--- config.mk ---
export PLATFORM = sky130hd
export DESIGN_NAME = stereo_pwm_mod
export DESIGN_NICKNAME = d
export VERILOG_FILES = /design/src/rtl/pwm_mod_pkg.sv /design/src/rtl/pwm_carrier.sv /design/src/rtl/pwm_level_calc.sv /design/src/rtl/pwm_chan.sv /design/src/rtl/stereo_pwm_mod.sv
export SDC_FILE = /design/constraint.sdc
export NUM_CORES = 1
export LEC_CHECK = 0
export ABC_AREA = 0
export BUFFER_PORTS_ARGS = -buffer_cell sky130_fd_sc_hd__clkbuf_2
export CAP_MARGIN = 15
export CORE_UTILIZATION = 48
export DETAILED_ROUTE_END_ITERATION = 16
export GPL_TIMING_DRIVEN = 0
export PLACE_DENSITY = 0.67
export SYNTH_ARGS = -nofsm -noshare
export SYNTH_HDL_FRONTEND = slang
export SYNTH_SLANG_ARGS = --single-unit
--- constraint.sdc ---
create_clock -name clk -period 4.17 [get_ports clk]
set_clock_uncertainty 0.15 [all_clocks]
set_input_delay 0.2085 -clock clk [delete_from_list [all_inputs] [get_ports clk]]
set_output_delay 0.2085 -clock clk [all_outputs]
set_load 0.03 [all_outputs]
--- src/rtl/pwm_mod_pkg.sv ---
package pwm_mod_pkg;

  typedef struct packed {
    logic three_level;
    logic fast;
  } map_cfg_t;

  function automatic map_cfg_t decode_map(input logic [1:0] code);
    map_cfg_t c;
    c.three_level = (code == 2'b10);
    c.fast        = (code == 2'b01);
    return c;
  endfunction

  function automatic logic [2:0] index_eighths(input logic [1:0] code);
    return 3'd4 + {1'b0, code};
  endfunction

endpackage

--- src/rtl/pwm_carrier.sv ---
module pwm_carrier #(
  parameter int CNT_W = 6
) (
  input  logic             clk,
  input  logic             rst,
  input  logic             fast,
  output logic [CNT_W-1:0] cnt,
  output logic             wrap
);
  localparam logic [CNT_W-1:0] LAST_FULL = '1;
  localparam logic [CNT_W-1:0] LAST_FAST = {1'b0, {(CNT_W-1){1'b1}}};

  assign wrap = (cnt == (fast ? LAST_FAST : LAST_FULL));

  always_ff @(posedge clk) begin
    if (rst)       cnt <= '0;
    else if (wrap) cnt <= '0;
    else           cnt <= cnt + 1'b1;
  end


  cnt_range_chk: assert property (@(posedge clk) disable iff (rst)
    fast |-> !cnt[CNT_W-1]);

endmodule

--- src/rtl/pwm_level_calc.sv ---
module pwm_level_calc #(
  parameter int SAMPLE_W = 8,
  parameter int CNT_W    = 6
) (
  input  logic signed [SAMPLE_W-1:0] sample,
  input  logic [2:0]                 eighths,
  input  logic                       negate,
  input  logic                       fast,
  output logic [CNT_W-1:0]           level
);
  localparam int XW         = SAMPLE_W + 1;
  localparam int PW         = XW + 4;
  localparam int SHIFT_FULL = SAMPLE_W + 3 - CNT_W;
  localparam logic signed [PW-1:0] CENTRE_FULL = PW'(2 ** (CNT_W - 1));
  localparam logic signed [PW-1:0] CENTRE_FAST = PW'(2 ** (CNT_W - 2));
  localparam logic signed [PW-1:0] SPAN_FULL   = PW'(2 ** CNT_W);
  localparam logic signed [PW-1:0] SPAN_FAST   = PW'(2 ** (CNT_W - 1));

  logic signed [XW-1:0] x_ext;
  logic signed [XW-1:0] x_sel;
  logic signed [3:0]    weight;
  logic signed [PW-1:0] prod;
  logic signed [PW-1:0] scaled;
  logic signed [PW-1:0] total;

  always_comb begin
    x_ext  = {sample[SAMPLE_W-1], sample};
    x_sel  = negate ? -x_ext : x_ext;
    weight = $signed({1'b0, eighths});
    prod   = PW'(weight) * PW'(x_sel);
    scaled = fast ? (prod >>> (SHIFT_FULL + 1)) : (prod >>> SHIFT_FULL);
    total  = (fast ? CENTRE_FAST : CENTRE_FULL) + scaled;
    level  = total[CNT_W-1:0];
  end


  always_comb begin
    duty_clear_chk: assert (total > 0 && total < (fast ? SPAN_FAST : SPAN_FULL));
  end

endmodule

--- src/rtl/pwm_chan.sv ---
module pwm_chan #(
  parameter int SAMPLE_W = 8,
  parameter int CNT_W    = 6
) (
  input  logic                       clk,
  input  logic                       rst,
  input  logic                       load,
  input  logic signed [SAMPLE_W-1:0] sample,
  input  logic [2:0]                 eighths,
  input  logic                       fast_next,
  input  logic                       mute_next,
  input  logic                       three_act,
  input  logic                       mute_act,
  input  logic [CNT_W-1:0]           cnt,
  output logic                       pwm_p,
  output logic                       pwm_n
);
  localparam logic [CNT_W-1:0] MID = {1'b1, {(CNT_W-1){1'b0}}};

  logic signed [SAMPLE_W-1:0] eff;
  logic [CNT_W-1:0] lvl_d [2];
  logic [CNT_W-1:0] lvl_q [2];

  assign eff = mute_next ? '0 : sample;

  for (genvar s = 0; s < 2; s++) begin : g_leg
    pwm_level_calc #(
      .SAMPLE_W(SAMPLE_W),
      .CNT_W   (CNT_W)
    ) u_lvl (
      .sample (eff),
      .eighths(eighths),
      .negate (1'(s)),
      .fast   (fast_next),
      .level  (lvl_d[s])
    );

    always_ff @(posedge clk) begin
      if (rst)       lvl_q[s] <= MID;
      else if (load) lvl_q[s] <= lvl_d[s];
    end
  end

  always_ff @(posedge clk) begin
    if (rst) begin
      pwm_p <= 1'b0;
      pwm_n <= 1'b0;
    end else begin
      pwm_p <= (cnt < lvl_q[0]);
      pwm_n <= (three_act || mute_act) ? (cnt < lvl_q[1]) : !(cnt < lvl_q[0]);
    end
  end


  ad_inverse_chk: assert property (@(posedge clk) disable iff (rst)
    (!three_act && !mute_act) |=> (pwm_n != pwm_p));


  mute_phase_chk: assert property (@(posedge clk) disable iff (rst)
    mute_act |=> (pwm_n == pwm_p));


  bd_start_chk: assert property (@(posedge clk) disable iff (rst)
    (three_act && !mute_act && cnt == '0) |=> (pwm_p && pwm_n));

endmodule

--- src/rtl/stereo_pwm_mod.sv ---
module stereo_pwm_mod
  import pwm_mod_pkg::*;
#(
  parameter int SAMPLE_W = 8,
  parameter int CNT_W    = 6
) (
  input  logic                       clk,
  input  logic                       rst,
  input  logic signed [SAMPLE_W-1:0] sample_l,
  input  logic signed [SAMPLE_W-1:0] sample_r,
  input  logic [1:0]                 idx_code,
  input  logic [1:0]                 map_code,
  input  logic                       mute,
  output logic                       pwm_l_p,
  output logic                       pwm_l_n,
  output logic                       pwm_r_p,
  output logic                       pwm_r_n
);
  localparam int NCH = 2;

  map_cfg_t         cfg_next;
  logic [2:0]       eighths;
  logic             three_act;
  logic             fast_act;
  logic             mute_act;
  logic [CNT_W-1:0] cnt;
  logic             wrap;

  assign cfg_next = decode_map(map_code);
  assign eighths  = index_eighths(idx_code);

  always_ff @(posedge clk) begin
    if (rst) begin
      three_act <= 1'b0;
      fast_act  <= 1'b0;
      mute_act  <= 1'b1;
    end else if (wrap) begin
      three_act <= cfg_next.three_level;
      fast_act  <= cfg_next.fast;
      mute_act  <= mute;
    end
  end

  pwm_carrier #(
    .CNT_W(CNT_W)
  ) u_carrier (
    .clk (clk),
    .rst (rst),
    .fast(fast_act),
    .cnt (cnt),
    .wrap(wrap)
  );

  logic signed [SAMPLE_W-1:0] smp [NCH];
  logic pp [NCH];
  logic pn [NCH];

  assign smp[0] = sample_l;
  assign smp[1] = sample_r;

  for (genvar ch = 0; ch < NCH; ch++) begin : g_chan
    pwm_chan #(
      .SAMPLE_W(SAMPLE_W),
      .CNT_W   (CNT_W)
    ) u_chan (
      .clk      (clk),
      .rst      (rst),
      .load     (wrap),
      .sample   (smp[ch]),
      .eighths  (eighths),
      .fast_next(cfg_next.fast),
      .mute_next(mute),
      .three_act(three_act),
      .mute_act (mute_act),
      .cnt      (cnt),
      .pwm_p    (pp[ch]),
      .pwm_n    (pn[ch])
    );
  end

  assign pwm_l_p = pp[0];
  assign pwm_l_n = pn[0];
  assign pwm_r_p = pp[1];
  assign pwm_r_n = pn[1];

endmodule

---- After elaboration in Yosys (flattened, before gate mapping) ----
Memory sizes are Yosys's and may differ from the RTL's.
Cells that the tools add are included.
Widths: inputs -> output; s select.
word-level totals
  bits in latches ......................... 0
  memories kept ........................... 2
  logic and storage cells ................. 56
  memory bits (read-only) ................. 0
  bits of input ports ..................... 23
  RAM bits ................................ 24
  register bits ........................... 13
operators by class
  multipliers ............................. 4
  div/mod/pow operators ................... 0
  order comparisons ....................... 4
  reduce and logical (&&, ||, !) cells .... 4
  mux-type cells .......................... 19
  bitwise logic cells ..................... 4
  add/subtract/negate cells ............... 8
  equality and inequality tests ........... 3
  shift operators ......................... 0
memory list
  name                    words  bits a word  rd ports  clocked after memory_dff  wr ports  line            source
  g_chan[0].u_chan.lvl_q  2      6            2         0                         2         pwm_chan.sv:22  logic [CNT_W-1:0] lvl_q [2];
  g_chan[1].u_chan.lvl_q  2      6            2         0                         2         pwm_chan.sv:22
operators with widths
  kind                 count
  $mux 6               10
  $add 6x6->6          4
  $lt 6x6->1           4
  $mul 4x8->12         2
  $mul 4x9->12         2
  $neg 8->9            2
  $mux 8               2
  $mux 1               7
  $add 6x1->6 const B  1
  $eq 6x6->1           1
  $or 1x1->1           4
  $add 3x2->3 const A  1
  $eq 2x1->1 const B   1
  $eq 2x2->1 const B   1
  $logic_not 1->1      2
  $reduce_or 2->1      1
  $logic_or 1x1->1     1

---- Logic depth before layout (Yosys ltp) ----
Gate-level depths: netlist of the first run.
  word-level depth ........................ 6
  gate-level depth with buffers ........... 19

---- Hierarchy ----
Synthesis of the first run repeated with hierarchy kept, for this count alone.
second synthesis, totals
  cell total of the unflattened synthesis .. 845
  area total of the unflattened synthesis .. 6974.2 um^2
modules (own cells, without submodules)
  module                                                 seq. area each (um^2)  area an instance (um^2)  cells each  instances
  pwm_level_calc at g_chan[1].u_chan.g_leg[0].u_lvl ...  0.0                    1234.9                   163         2
  pwm_chan                                               400.4                  820.8                    77          2
  pwm_level_calc at g_chan[0].u_chan.g_leg[1].u_lvl      0.0                    1256.2                   164         1
  pwm_level_calc at g_chan[0].u_chan.g_leg[0].u_lvl      0.0                    1234.9                   162         1
  pwm_carrier                                            120.1                  249.0                    26          1
  stereo_pwm_mod                                         60.1                   122.6                    13          1

---- Worst setup path after synthesis of the first run ----
Ideal clock, no wire load.
  kind .................................... input -> register
  from .................................... input sample_l[2]
  to ...................................... memory g_chan[0].u_chan.lvl_q[1][5], data pin
  buffers on the path ..................... 1
  stages on the path ...................... 18
  library setup time ...................... 0.264 ns
  path slack .............................. -0.332 ns
  data arrival time ....................... 4.088 ns
  cells stage by stage .................... nor2b_1 > clkbuf_1 > or3_1 > or3_1 > xor2_1 > and2_1 > ha_1 > inv_1 > fa_1 > inv_1 > ha_1 > a21o_1 > a21oi_1 > o21ai_2 > a311oi_4 > o21ai_2 > a2111oi_2 > o21ai_1
RTL lines
  what         line                 source
  from (decl)  stereo_pwm_mod.sv:9  input logic signed [SAMPLE_W-1:0] sample_l,
  to (decl)    pwm_chan.sv:22

==> metrics, run 1 <==
final wirelength=13.3 mm; most frequent cells in the layout=132 x inv_1, 82 x ha_1, 51 x nand2_1; H-Tree Level Count=2; DR iter-0 viols=297; crit-path max FO=6; Tot Pwr=between 0.0015 and 0.002 W; worst setup path start=mute; Ant. Diodes=0; Reg-to-Reg End=g_chan[0].u_chan.lvl_q[0][1]$_SDFFCE_PN0P_; Post-DRT Antenna Nets=0; largest net degree at the start of global routing=17; Int Pwr=0.00115 W; number of synthesized register bits=37; IO Port Bufs=26; R2R Path Start=u_carrier.cnt[1]$_SDFF_PP0_; die height=between 100 and 150 um; TritonCTS Buffers=5; DP Cell Count=~900; Period minus WS final=roughly 4.2 ns; logic gate share of total power=61.5%; Layout fillers=1039; hold path depth=3; setup violators final=2; period utilisation layout=101%; CP required=4.04 ns; GR Util All Layers=between 20% and 30%; worst-margin pin slew=0.813 ns; most common cell after layout, fill and taps aside=inv_1; DRC Markers=2; CTS Sinks=37; Clk pwr share=approximately 18%; Switching Share=41.3%; Setup CP Type=input port to register; unrepaired setup endpoints after global routing=yes; register area share after synthesis=16.9%; worst path arrival time=4.09 ns; startpoint types=input port; placed instance area=6210 sq um; area delta synth->final=15.5%; number of global-route vias before repair=about 4.9k; sequential share of power=20.9%; Finished Layout Cells=928; worst vdd ir=0.000177 V; clock root buffer=clkbuf_16; syn_area_per_cell=roughly 8.0 sq um; layout cell share with drive strength beyond 1=15.0%; full die area=12600 sq um; clock slew seen by the registers of the worst setup and hold paths=0.05 ns; core area=11600 sq um; Synth warnings=0; P per Cell Area=291 nW/um^2; R2R setup slack=1.44 ns; Post-synth ARST share=0%; design area=6720 sq um; Switch Pwr=0.000807 W; Synth top area share=18.7%; maxcap violations=0; Max Transition Viols Final=0; Synth Flop Type=edfxtp_1; Post-synth EDFFs=24; hold_sp=map_code[1]; cell taking the most area after synthesis=ha_1; DR WL/cell=14.3 um; cts hold-fix bufs=0; Netlist cell types=61; fin worst setup slack=-0.0567 ns; Synthesized Nets=871; die width=112 um; Core Rows=39; WHS Endpoint=three_act$_SDFFE_PP0P_; grt ovf=0; Vias/cell=5.37; Final Net Count=slightly above 900; cell count of the worst reg-to-reg path=6; Hold WS=0.0851 ns; TritonCTS clock tree=yes; post-synthesis cell area=between 5000 and 6000 sq um; worst rel slew slack=45.8%; worst-skew pair later-pin latency=0.28 ns; failing checks=design-rule violations, negative setup slack; clock buffer depth=2; fmax=237 MHz; Ports=27; first-pass GRT wire length=22.2 mm; Post-Syn Instances=731; hold violation count in the final report=0; top cells by area, synth=ha_1 19%, edfxtp_1 12%, fa_1 10%; vias=4984; Detailed Routing Iterations Pass 1=11; initial core utilization=50.1%; initial antenna violation count=0; CP Capture Type=register; Detail Placement HPWL=10.5 mm; DP Worst Slack=-0.723 ns; Hold Crit Class=input port to register; leak pwr=3.36 nW; status=finished, violations left; RePlAce Congestion=0.896
==> worst max path at each step <==
stage                                                 endpoint  slack, ns  cells after the start
CTS                 g_chan[0].u_chan.lvl_q[1][5]$_SDFFCE_PN1P_      -0.12                     20
detailed placement  g_chan[1].u_chan.lvl_q[1][5]$_SDFFCE_PN1P_      -0.72                     19
global route        g_chan[1].u_chan.lvl_q[1][5]$_SDFFCE_PN1P_      -0.20                     20
finish              g_chan[0].u_chan.lvl_q[1][5]$_SDFFCE_PN1P_      -0.06                     20
global placement    g_chan[1].u_chan.lvl_q[1][5]$_SDFFCE_PN1P_      -0.66                     19
floorplan           g_chan[0].u_chan.lvl_q[1][5]$_SDFFCE_PN1P_      0.001                     18
==> cells by family (layout without fill, tap and decap cells) <==
family | count (synthesis) | after routing | synth area share, %
fa+ha+maj | 117 | 117 | 29.1
flops | 37 | 37 | 16.9
compound gates | 135 | 135 | 16.6
xor+xnor | 29 | 29 | 4.37
buf+inv | 168 | 222 | 10.9
mux | 9 | 9 | 1.61
simple gates | 236 | 236 | 20.6
==> through the flow <==
stage          TNS [ns]  util [%]
2_1_floorplan         0         -
3_3_place_gp      -3.78      53.3
3_5_place_dp      -4.48      53.4
4_1_cts          -0.224      55.9
5_1_grt          -0.590      57.8
6_report         -0.113      57.8
==> synthesized netlist by cell type, drive strengths merged, types with 17 or more instances <==
library cell / instances
a21oi: 31
fa: 30
edfxtp: 24
nor2b: 17
o21ai: 27
xnor2: 18
clkbuf: 26
nor3: 22
inv: 140
ha: 87
nand2: 56
nor2: 49
a21o: 20
and2: 35
==> critical path, stage by stage <==
cell       delay [ns]
clkbuf_16        0.14
inv_12           0.05
nand2_4          0.05
inv_2            0.04
or3_4            0.38
or3_4            0.36
xor2_2           0.16
and2_1           0.16
ha_1             0.28
inv_2            0.04
fa_1             0.52
inv_2            0.05
ha_4             0.24
a21o_1           0.18
a21oi_2          0.18
o21ai_4          0.10
a311oi_4         0.38
nor3_1           0.13
nor4b_2          0.33
o21ai_1          0.13
==> final cells by class <==
type                       instances  area, sq um  area share [%]
inverter                         140          538            8.01
timing repair buffer              48          323            4.81
clock inverter                     2         11.3           0.168
sequential                        37          981            14.6
tap                              143          179            2.66
multi-input combinational        526         4440            66.1
buffer                            27          119            1.77
clock buffer                       5          125            1.86
==> what timing repair did <==
action / CTS / global route
resized for setup: 21 / 36
setup buffers: 10 / 11
setup endpoints to repair: 7 / 12
pin swaps: 16 / 16
==> flip-flops by register name, indices dropped and copies added (netlist names) <==
signal and cells:
g_chan.u_chan.lvl_q 24, u_carrier.cnt 6, g_chan.u_chan.pwm_n 2, g_chan.u_chan.pwm_p 2, fast_act 1, mute_act 1
three_act 1
==> per-layer routing <==
metal	vias up	track usage, %	share of wire, %
li1	2557	-	-
met1	2279	28.2	46
met2	119	37.5	48
met3	29	1.78	3.8
met4	0	8.27	2.0
met5	-	0	0
==> power groups by stage <==
stage	clock [W]	sequential [W]	combinational (W)
after floorplan	0	0.000418	0.000825
after global placement	0	0.000416	0.000991
after detailed placement	0	0.000416	0.00103
after CTS	0.000347	0.000409	0.00108
after global routing	0.000360	0.000410	0.00134
final	0.000343	0.000409	0.00120
Power figures use the tool's default switching activity.
==> inputs of run 2 (changes only) <==
--- a/config.mk
+++ b/config.mk
@@ -8,6 +8,7 @@
 export ABC_AREA = 0
 export BUFFER_PORTS_ARGS = -buffer_cell sky130_fd_sc_hd__clkbuf_2
 export CAP_MARGIN = 15
+export CORE_MARGIN = 8
 export CORE_UTILIZATION = 48
 export DETAILED_ROUTE_END_ITERATION = 16
 export GPL_TIMING_DRIVEN = 0
==> metrics, run 2 (synthesized netlist as in run 1, its figures left out) <==
Setup CP Type=input port to register; maxcap violations=0 (unchanged); Period minus WS final=4.17 ns (-0.0595 ns); final wirelength=13.2 mm (-0.17%); TritonCTS Buffers=5 (unchanged); initial antenna violation count=0 (unchanged); hold_sp=map_code[1]; register name with the most flops=g_chan.u_chan.lvl_q; P per Cell Area=298 nW/um^2 (+2.4%); Core Rows=40 (+2.6%); largest net degree at the start of global routing=18 (+1); worst rel slew slack=45.0% (-0.79 points); TritonCTS clock tree=yes; CP required=4.04 ns (about the same); leak pwr=3.34 nW (-0.35%); DRC Markers=0 (-2); Layout fillers=1069 (+2.9%); max reg flops=24 (unchanged); vias=4976 (-0.16%); period utilisation layout=99.9% (-1.4 points); worst-skew pair later-pin latency=0.27 ns (about the same); first-pass GRT wire length=22.6 mm (+1.5%); hold violation count in the final report=0 (unchanged); Hold Crit Class=input port to register; Ports=27 (unchanged); worst-margin pin slew=0.825 ns (+0.0119 ns); DR WL/cell=14.3 um (-0.17%); die height=126 um (+12%); Max Transition Viols Final=0 (unchanged); status=finished clean; R2R Path Start=u_carrier.cnt[1]$_SDFF_PP0_; placed instance area=6210 sq um (about the same); IO Port Bufs=26 (unchanged); RePlAce Congestion=0.898 (+0.18%); DR iter-0 viols=194 (-35%); Detail Placement HPWL=10.6 mm (+1.1%); most frequent cells in the layout=131 x inv_1, 79 x ha_1, 51 x nand2_1; Final Net Count=920 (-0.54%); unrepaired setup endpoints after global routing=yes; Reg-to-Reg End=g_chan[0].u_chan.lvl_q[1][5]$_SDFFCE_PN1P_; Vias/cell=5.36 (-0.16%); layout cell share with drive strength beyond 1=14.7% (-0.31 points); Post-DRT Antenna Nets=0 (unchanged); full die area=15900 sq um (+27%); Switch Pwr=0.000799 W (-0.92%); Clk pwr share=20.4% (+2.8 points); Detailed Routing Iterations Pass 1=5 (-6); grt ovf=0 (unchanged); setup violators final=0 (-2); sequential share of power=20.4% (-0.5 points); die width=126 um (+12%); Top Registers=g_chan.u_chan.lvl_q x24, u_carrier.cnt x6; worst vdd ir=0.000130 V (-26%); startpoint types=input port; number of global-route vias before repair=4901 (-0.91%); core area=11900 sq um (+2.6%); fmax=240 MHz (+1.4%); design area=6740 sq um (+0.28%); initial core utilization=48.8% (-1.3 points); worst path arrival time=4.04 ns (-0.05 ns); Tot Pwr=0.00201 W (+2.7%); WHS Endpoint=three_act$_SDFFE_PP0P_; H-Tree Level Count=2 (unchanged); GR Util All Layers=16.7% (-4.9 points); clock buffer depth=2 (unchanged); R2R setup slack=1.43 ns (about the same); CTS Sinks=37 (unchanged); area delta synth->final=15.9%; CP Capture Type=register; clock slew seen by the registers of the worst setup and hold paths=0.05 ns (about the same); Int Pwr=0.00121 W (+5.3%); cell count of the worst reg-to-reg path=6 (unchanged); most common cell after layout, fill and taps aside=inv_1; crit-path max FO=6 (unchanged); Ant. Diodes=0 (unchanged); logic gate share of total power=59.3% (-2.2 points); clock root buffer=clkbuf_16; hold path depth=3 (unchanged); Switching Share=39.9% (-1.5 points)
[run 2: worst max-delay path by stage]
stage | startpoint | endpoint | slack [ns] | depth (start not counted)
2_1_floorplan | sample_l[2] | g_chan[0].u_chan.lvl_q[1][5]$_SDFFCE_PN1P_ | 0.001 | 18
3_3_place_gp | mute | g_chan[1].u_chan.lvl_q[1][5]$_SDFFCE_PN1P_ | -0.64 | 19
3_5_place_dp | mute | g_chan[1].u_chan.lvl_q[1][5]$_SDFFCE_PN1P_ | -0.67 | 19
4_1_cts | mute | g_chan[1].u_chan.lvl_q[1][5]$_SDFFCE_PN1P_ | -0.03 | 20
5_1_grt | mute | g_chan[0].u_chan.lvl_q[1][5]$_SDFFCE_PN1P_ | -0.12 | 18
6_report | mute | g_chan[1].u_chan.lvl_q[1][5]$_SDFFCE_PN1P_ | 0.003 | 20
[run 2: power groups by stage]
| stage | logic (W) | clock network [W] | registers [W] |
|---|---|---|---|
| 2_1_floorplan | 0.000825 | 0 | 0.000418 |
| 3_3_place_gp | 0.000991 | 0 | 0.000416 |
| 3_5_place_dp | 0.00103 | 0 | 0.000416 |
| 4_1_cts | 0.00109 | 0.000418 | 0.000409 |
| 5_1_grt | 0.00133 | 0.000428 | 0.000410 |
| 6_report | 0.00119 | 0.000408 | 0.000408 |
[run 2: metrics by stage]
step / utilization [%] / TNS, ns / hold WS (ns) / std cells / worst slack (ns)
after floorplan: - / 0 / 0.222 / 731 / 0.00129
after global placement: 52.0 / -3.71 / 0.330 / 904 / -0.641
after detailed placement: 52.1 / -4.48 / 0.343 / 905 / -0.674
after CTS: 54.4 / -0.0286 / 0.0896 / 918 / -0.0286
after global routing: 56.5 / -0.423 / 0.139 / 928 / -0.116
final: 56.5 / 0 / 0.0997 / 928 / 0.00284
[run 2: critical path, stage by stage]
cell	delay [ns]
clkbuf_16	0.13
inv_8	0.05
nand2_2	0.08
inv_2	0.05
or3_4	0.36
or3_4	0.44
xor2_4	0.17
and2_4	0.17
ha_4	0.25
inv_1	0.04
fa_1	0.51
inv_2	0.04
ha_4	0.18
nor3_4	0.21
nor2_2	0.09
a41o_1	0.27
a21oi_2	0.18
xnor2_1	0.13
o221ai_1	0.13
a211o_1	0.32
[run 2: per-layer routing]
metal,GRT usage (%),part of all wire (%),vias to the layer above
met4,4.46,1.1,0
met1,21.9,47,2333
met3,1.65,3.3,13
met2,28.6,49,96
met5,0,0,-
li1,-,-,2534
[run 2: repair_timing]
item	CTS	global route
gates resized for setup	15	43
pin swaps	11	23
cloned	0	0
setup buffers	6	10
hold endpoints to repair	0	0
hold buffers	0	0
setup endpoints to repair	7	12
[run 2: cell type report]
| cell class | instances | area, sq um | share of cell area, % |
|---|---|---|---|
| Timing Repair Buffer | 43 | 294 | 4.37 |
| Clock inverter | 3 | 41.3 | 0.613 |
| Inverter | 140 | 533 | 7.91 |
| Buffer | 27 | 118 | 1.75 |
| Multi-Input combinational cell | 526 | 4460 | 66.2 |
| Sequential cell | 37 | 981 | 14.6 |
| Tap cell | 147 | 184 | 2.73 |
| Clock buffer | 5 | 125 | 1.86 |
==> inputs of run 3 (changes only) <==
--- a/config.mk
+++ b/config.mk
@@ -5,7 +5,7 @@
 export SDC_FILE = /design/constraint.sdc
 export NUM_CORES = 1
 export LEC_CHECK = 0
-export ABC_AREA = 0
+export ABC_AREA = 1
 export BUFFER_PORTS_ARGS = -buffer_cell sky130_fd_sc_hd__clkbuf_2
 export CAP_MARGIN = 15
 export CORE_MARGIN = 8
@@ -13,6 +13,7 @@
 export DETAILED_ROUTE_END_ITERATION = 16
 export GPL_TIMING_DRIVEN = 0
 export PLACE_DENSITY = 0.67
+export RECOVER_POWER = 25
 export SYNTH_ARGS = -nofsm -noshare
 export SYNTH_HDL_FRONTEND = slang
 export SYNTH_SLANG_ARGS = --single-unit
==> metrics, run 3 <==
Final Net Count=1071 (+16%); fmax=262 MHz (+9.3%); Post-Syn Instances=899 (+23%); hold violation count in the final report=0 (unchanged); die height=128 um (+1.7%); GR Util All Layers=16.8% (+0.082 points); Reg-to-Reg End=g_chan[1].u_chan.lvl_q[0][5]$_SDFFCE_PN1P_; WHS Endpoint=three_act$_SDFFE_PP0P_; area delta synth->final=8.89%; R2R setup slack=1.21 ns (-0.22 ns); CP Capture Type=register; status=finished clean; setup_tns=0 ns (unchanged); core area=12500 sq um (+4.7%); DR WL/cell=11.7 um (-18%); Vias/cell=4.83 (-9.8%); CTS Sinks=37 (unchanged); Post-DRT Antenna Nets=0 (unchanged); clock buffer depth=2 (unchanged); Max Transition Viols Final=0 (unchanged); setup violators final=0 (unchanged); cell count of the worst reg-to-reg path=8 (+2); clock slew seen by the registers of the worst setup and hold paths=0.05 ns (about the same); DR iter-0 viols=249 (+28%); fin worst setup slack=0.359 ns (+0.356 ns); Synth top area share=18.0% (-0.70 points); most common cell after layout, fill and taps aside=inv_1; clock root buffer=clkbuf_16; worst rel slew slack=9.10% (-36 points); delay of the slowest critical-path stage=0.52 ns (about the same); register area share after synthesis=16.2% (-0.63 points); hold path depth=2 (-1); TritonCTS clock tree=yes; most common cell in the netlist=inv_1; Synth top cells by count=225 x inv_1, 192 x nand2_1, 87 x ha_1; Post-synth ARST share=0% (unchanged); DRC Markers=0 (unchanged); post-CTS setup buffer count=0 (-6); number of synthesized register bits=37 (unchanged); startpoint types=input port; period utilisation layout=91.4% (-8.5 points); Detail Placement HPWL=10.9 mm (+2.8%); Crit path buffers/inverters=7 (+2); Crit-path slowest cell=fa_1; maxcap violations=0 (unchanged); IO Port Bufs=25 (-3.8%); first-pass GRT wire length=22.9 mm (+1.3%); CP required=4.03 ns (about the same); syn_area_per_cell=6.72 sq um (-16%); H-Tree Level Count=2 (unchanged); leak pwr=3.80 nW (+14%); Synth warnings=0 (unchanged); final wirelength=12.9 mm (-2.7%); initial core utilization=48.4% (-0.35 points); hold_sp=map_code[1]; worst-margin pin slew=1.36 ns (+0.539 ns); Largest delay share family, worst path=simple AND/OR/NAND/NOR gates; register name with the most flops=g_chan.u_chan.lvl_q; Detailed Routing Iterations Pass 1=5 (unchanged); cell taking the most area after synthesis=ha_1; vias=5337 (+7.3%); top cells by area, synth=ha_1 18%, inv_1 14%, edfxtp_1 12%; Top Registers=g_chan.u_chan.lvl_q x24, u_carrier.cnt x6; Setup CP Type=input port to register; grt ovf=0 (unchanged); Hold Crit Class=input port to register; Synth Flop Type=edfxtp_1; Ant. Diodes=0 (unchanged); full die area=16400 sq um (+3.4%); worst vdd ir=0.000159 V (+22%); most frequent cells in the layout=225 x inv_1, 192 x nand2_1, 86 x ha_1; DP Worst Slack=-0.217 ns (+0.457 ns); post-synthesis cell area=6040 sq um (+3.9%); worst-skew pair later-pin latency=0.28 ns (about the same); Post-synth EDFFs=24 (unchanged); Ports=27 (unchanged); Period minus WS final=3.81 ns (-0.356 ns); Netlist cell types=45 (-26%); die width=128 um (+1.7%); R2R Path Start=u_carrier.cnt[1]$_SDFF_PP0_; Core Rows=41 (+2.5%); crit-path max FO=10 (+4); P per Cell Area=269 nW/um^2 (-9.5%); largest net degree at the start of global routing=31 (+13); Synthesized Nets=1039 (+19%); worst path arrival time=3.67 ns (-0.37 ns); layout cell share with drive strength beyond 1=9.23% (-5.5 points); RePlAce Congestion=0.852 (-5.1%); initial antenna violation count=0 (unchanged); number of global-route vias before repair=5000 (+2.0%); unrepaired setup endpoints after global routing=no; TritonCTS Buffers=5 (unchanged); max reg flops=24 (unchanged)
-- run 3: cell count changes after synthesis, sizes merged, moves of 9 or more --
cell    before  now
o21ai       27   18
nand2b      15    0
nor2        49   92
and2        35    2
clkbuf      26    4
nor2b       17    0
xnor2       18    8
a21o        20    4
nand2       56  209
inv        140  229
nand3       12   72
-- run 3: logic make-up after synthesis --
logic type / after synthesis / share of synthesized area (%)
AO/OA/AOI/OAI: 81 / 7.98
adder cells (fa/ha/maj): 117 / 28.0
AND/OR/NAND/NOR: 408 / 30.2
buffers and inverters: 241 / 15.3
XOR/XNOR: 15 / 2.30
flip-flops: 37 / 16.2
-- run 3: worst max-delay path by stage --
stage / start / end / cells past startpoint
6_report: mute / g_chan[0].u_chan.lvl_q[1][5]$_SDFFCE_PN1P_ / 27
5_1_grt: mute / g_chan[0].u_chan.lvl_q[1][5]$_SDFFCE_PN1P_ / 27
4_1_cts: idx_code[1] / g_chan[1].u_chan.lvl_q[1][5]$_SDFFCE_PN1P_ / 20
3_5_place_dp: idx_code[1] / g_chan[1].u_chan.lvl_q[1][5]$_SDFFCE_PN1P_ / 20
3_3_place_gp: idx_code[1] / g_chan[1].u_chan.lvl_q[1][5]$_SDFFCE_PN1P_ / 20
2_1_floorplan: mute / g_chan[0].u_chan.lvl_q[1][5]$_SDFFCE_PN1P_ / 25
-- run 3: layout make-up --
cell class	count	area (sq um)
flip-flops and latches	37	981
multi-input cells	621	4160
plain buffers	10	58.8
repair buffers	26	124
well taps	172	215
fillers	1288	5890
clock inverters	2	38.8
inverters	230	866
clock buffers	6	129
-- run 3: worst register-to-register path, stage by stage, from the launching register on --
cell	delay [ns]
dfxtp_1	0.47
ha_1	0.22
nand2_1	0.08
nor3_1	0.23
nand2_1	0.13
inv_1	0.07
nor2_1	0.06
inv_1	0.13
clkbuf_1	1.01
-- run 3: where the power goes --
part	switching, W	internal, W	leakage, nW	total (W)
combinational	0.000595	0.000348	3.38	0.000944
clock	0.000138	0.000283	0.0810	0.000421
sequential	0.00000696	0.000400	0.340	0.000407
total	0.000740	0.00103	3.80	0.00177
-- run 3: stage by stage --
stage | area, sq um | total power, W | cells | hold WS, ns | util [%]
6_report | 6580 | 0.00177 | 1104 | 0.0530 | 52.8
5_1_grt | 6580 | 0.00195 | 1104 | 0.0801 | 52.8
4_1_cts | 6550 | 0.00175 | 1104 | 0.0508 | 52.5
3_5_place_dp | 6380 | 0.00133 | 1096 | 0.301 | 51.2
3_3_place_gp | 6380 | 0.00132 | 1096 | 0.292 | 51.2
2_1_floorplan | 6040 | 0.00114 | 899 | 0.226 | -
-- run 3: routing by layer --
metal	vias up	track usage [%]	wire length (um)	share of wire [%]
li1	2843	-	-	-
met1	2394	23.5	6730	52
met2	85	26.7	5480	43
met3	15	1.79	457	3.5
met4	0	4.41	211	1.6
met5	-	0	0	0
-- run 3: repair_timing --
| action | in CTS | in global routing |
|---|---|---|
| endpoints found under the hold margin | 0 | 0 |
| gates resized for setup | 0 | 14 |
| setup endpoints to repair | 0 | 16 |
| hold buffers | 0 | 0 |
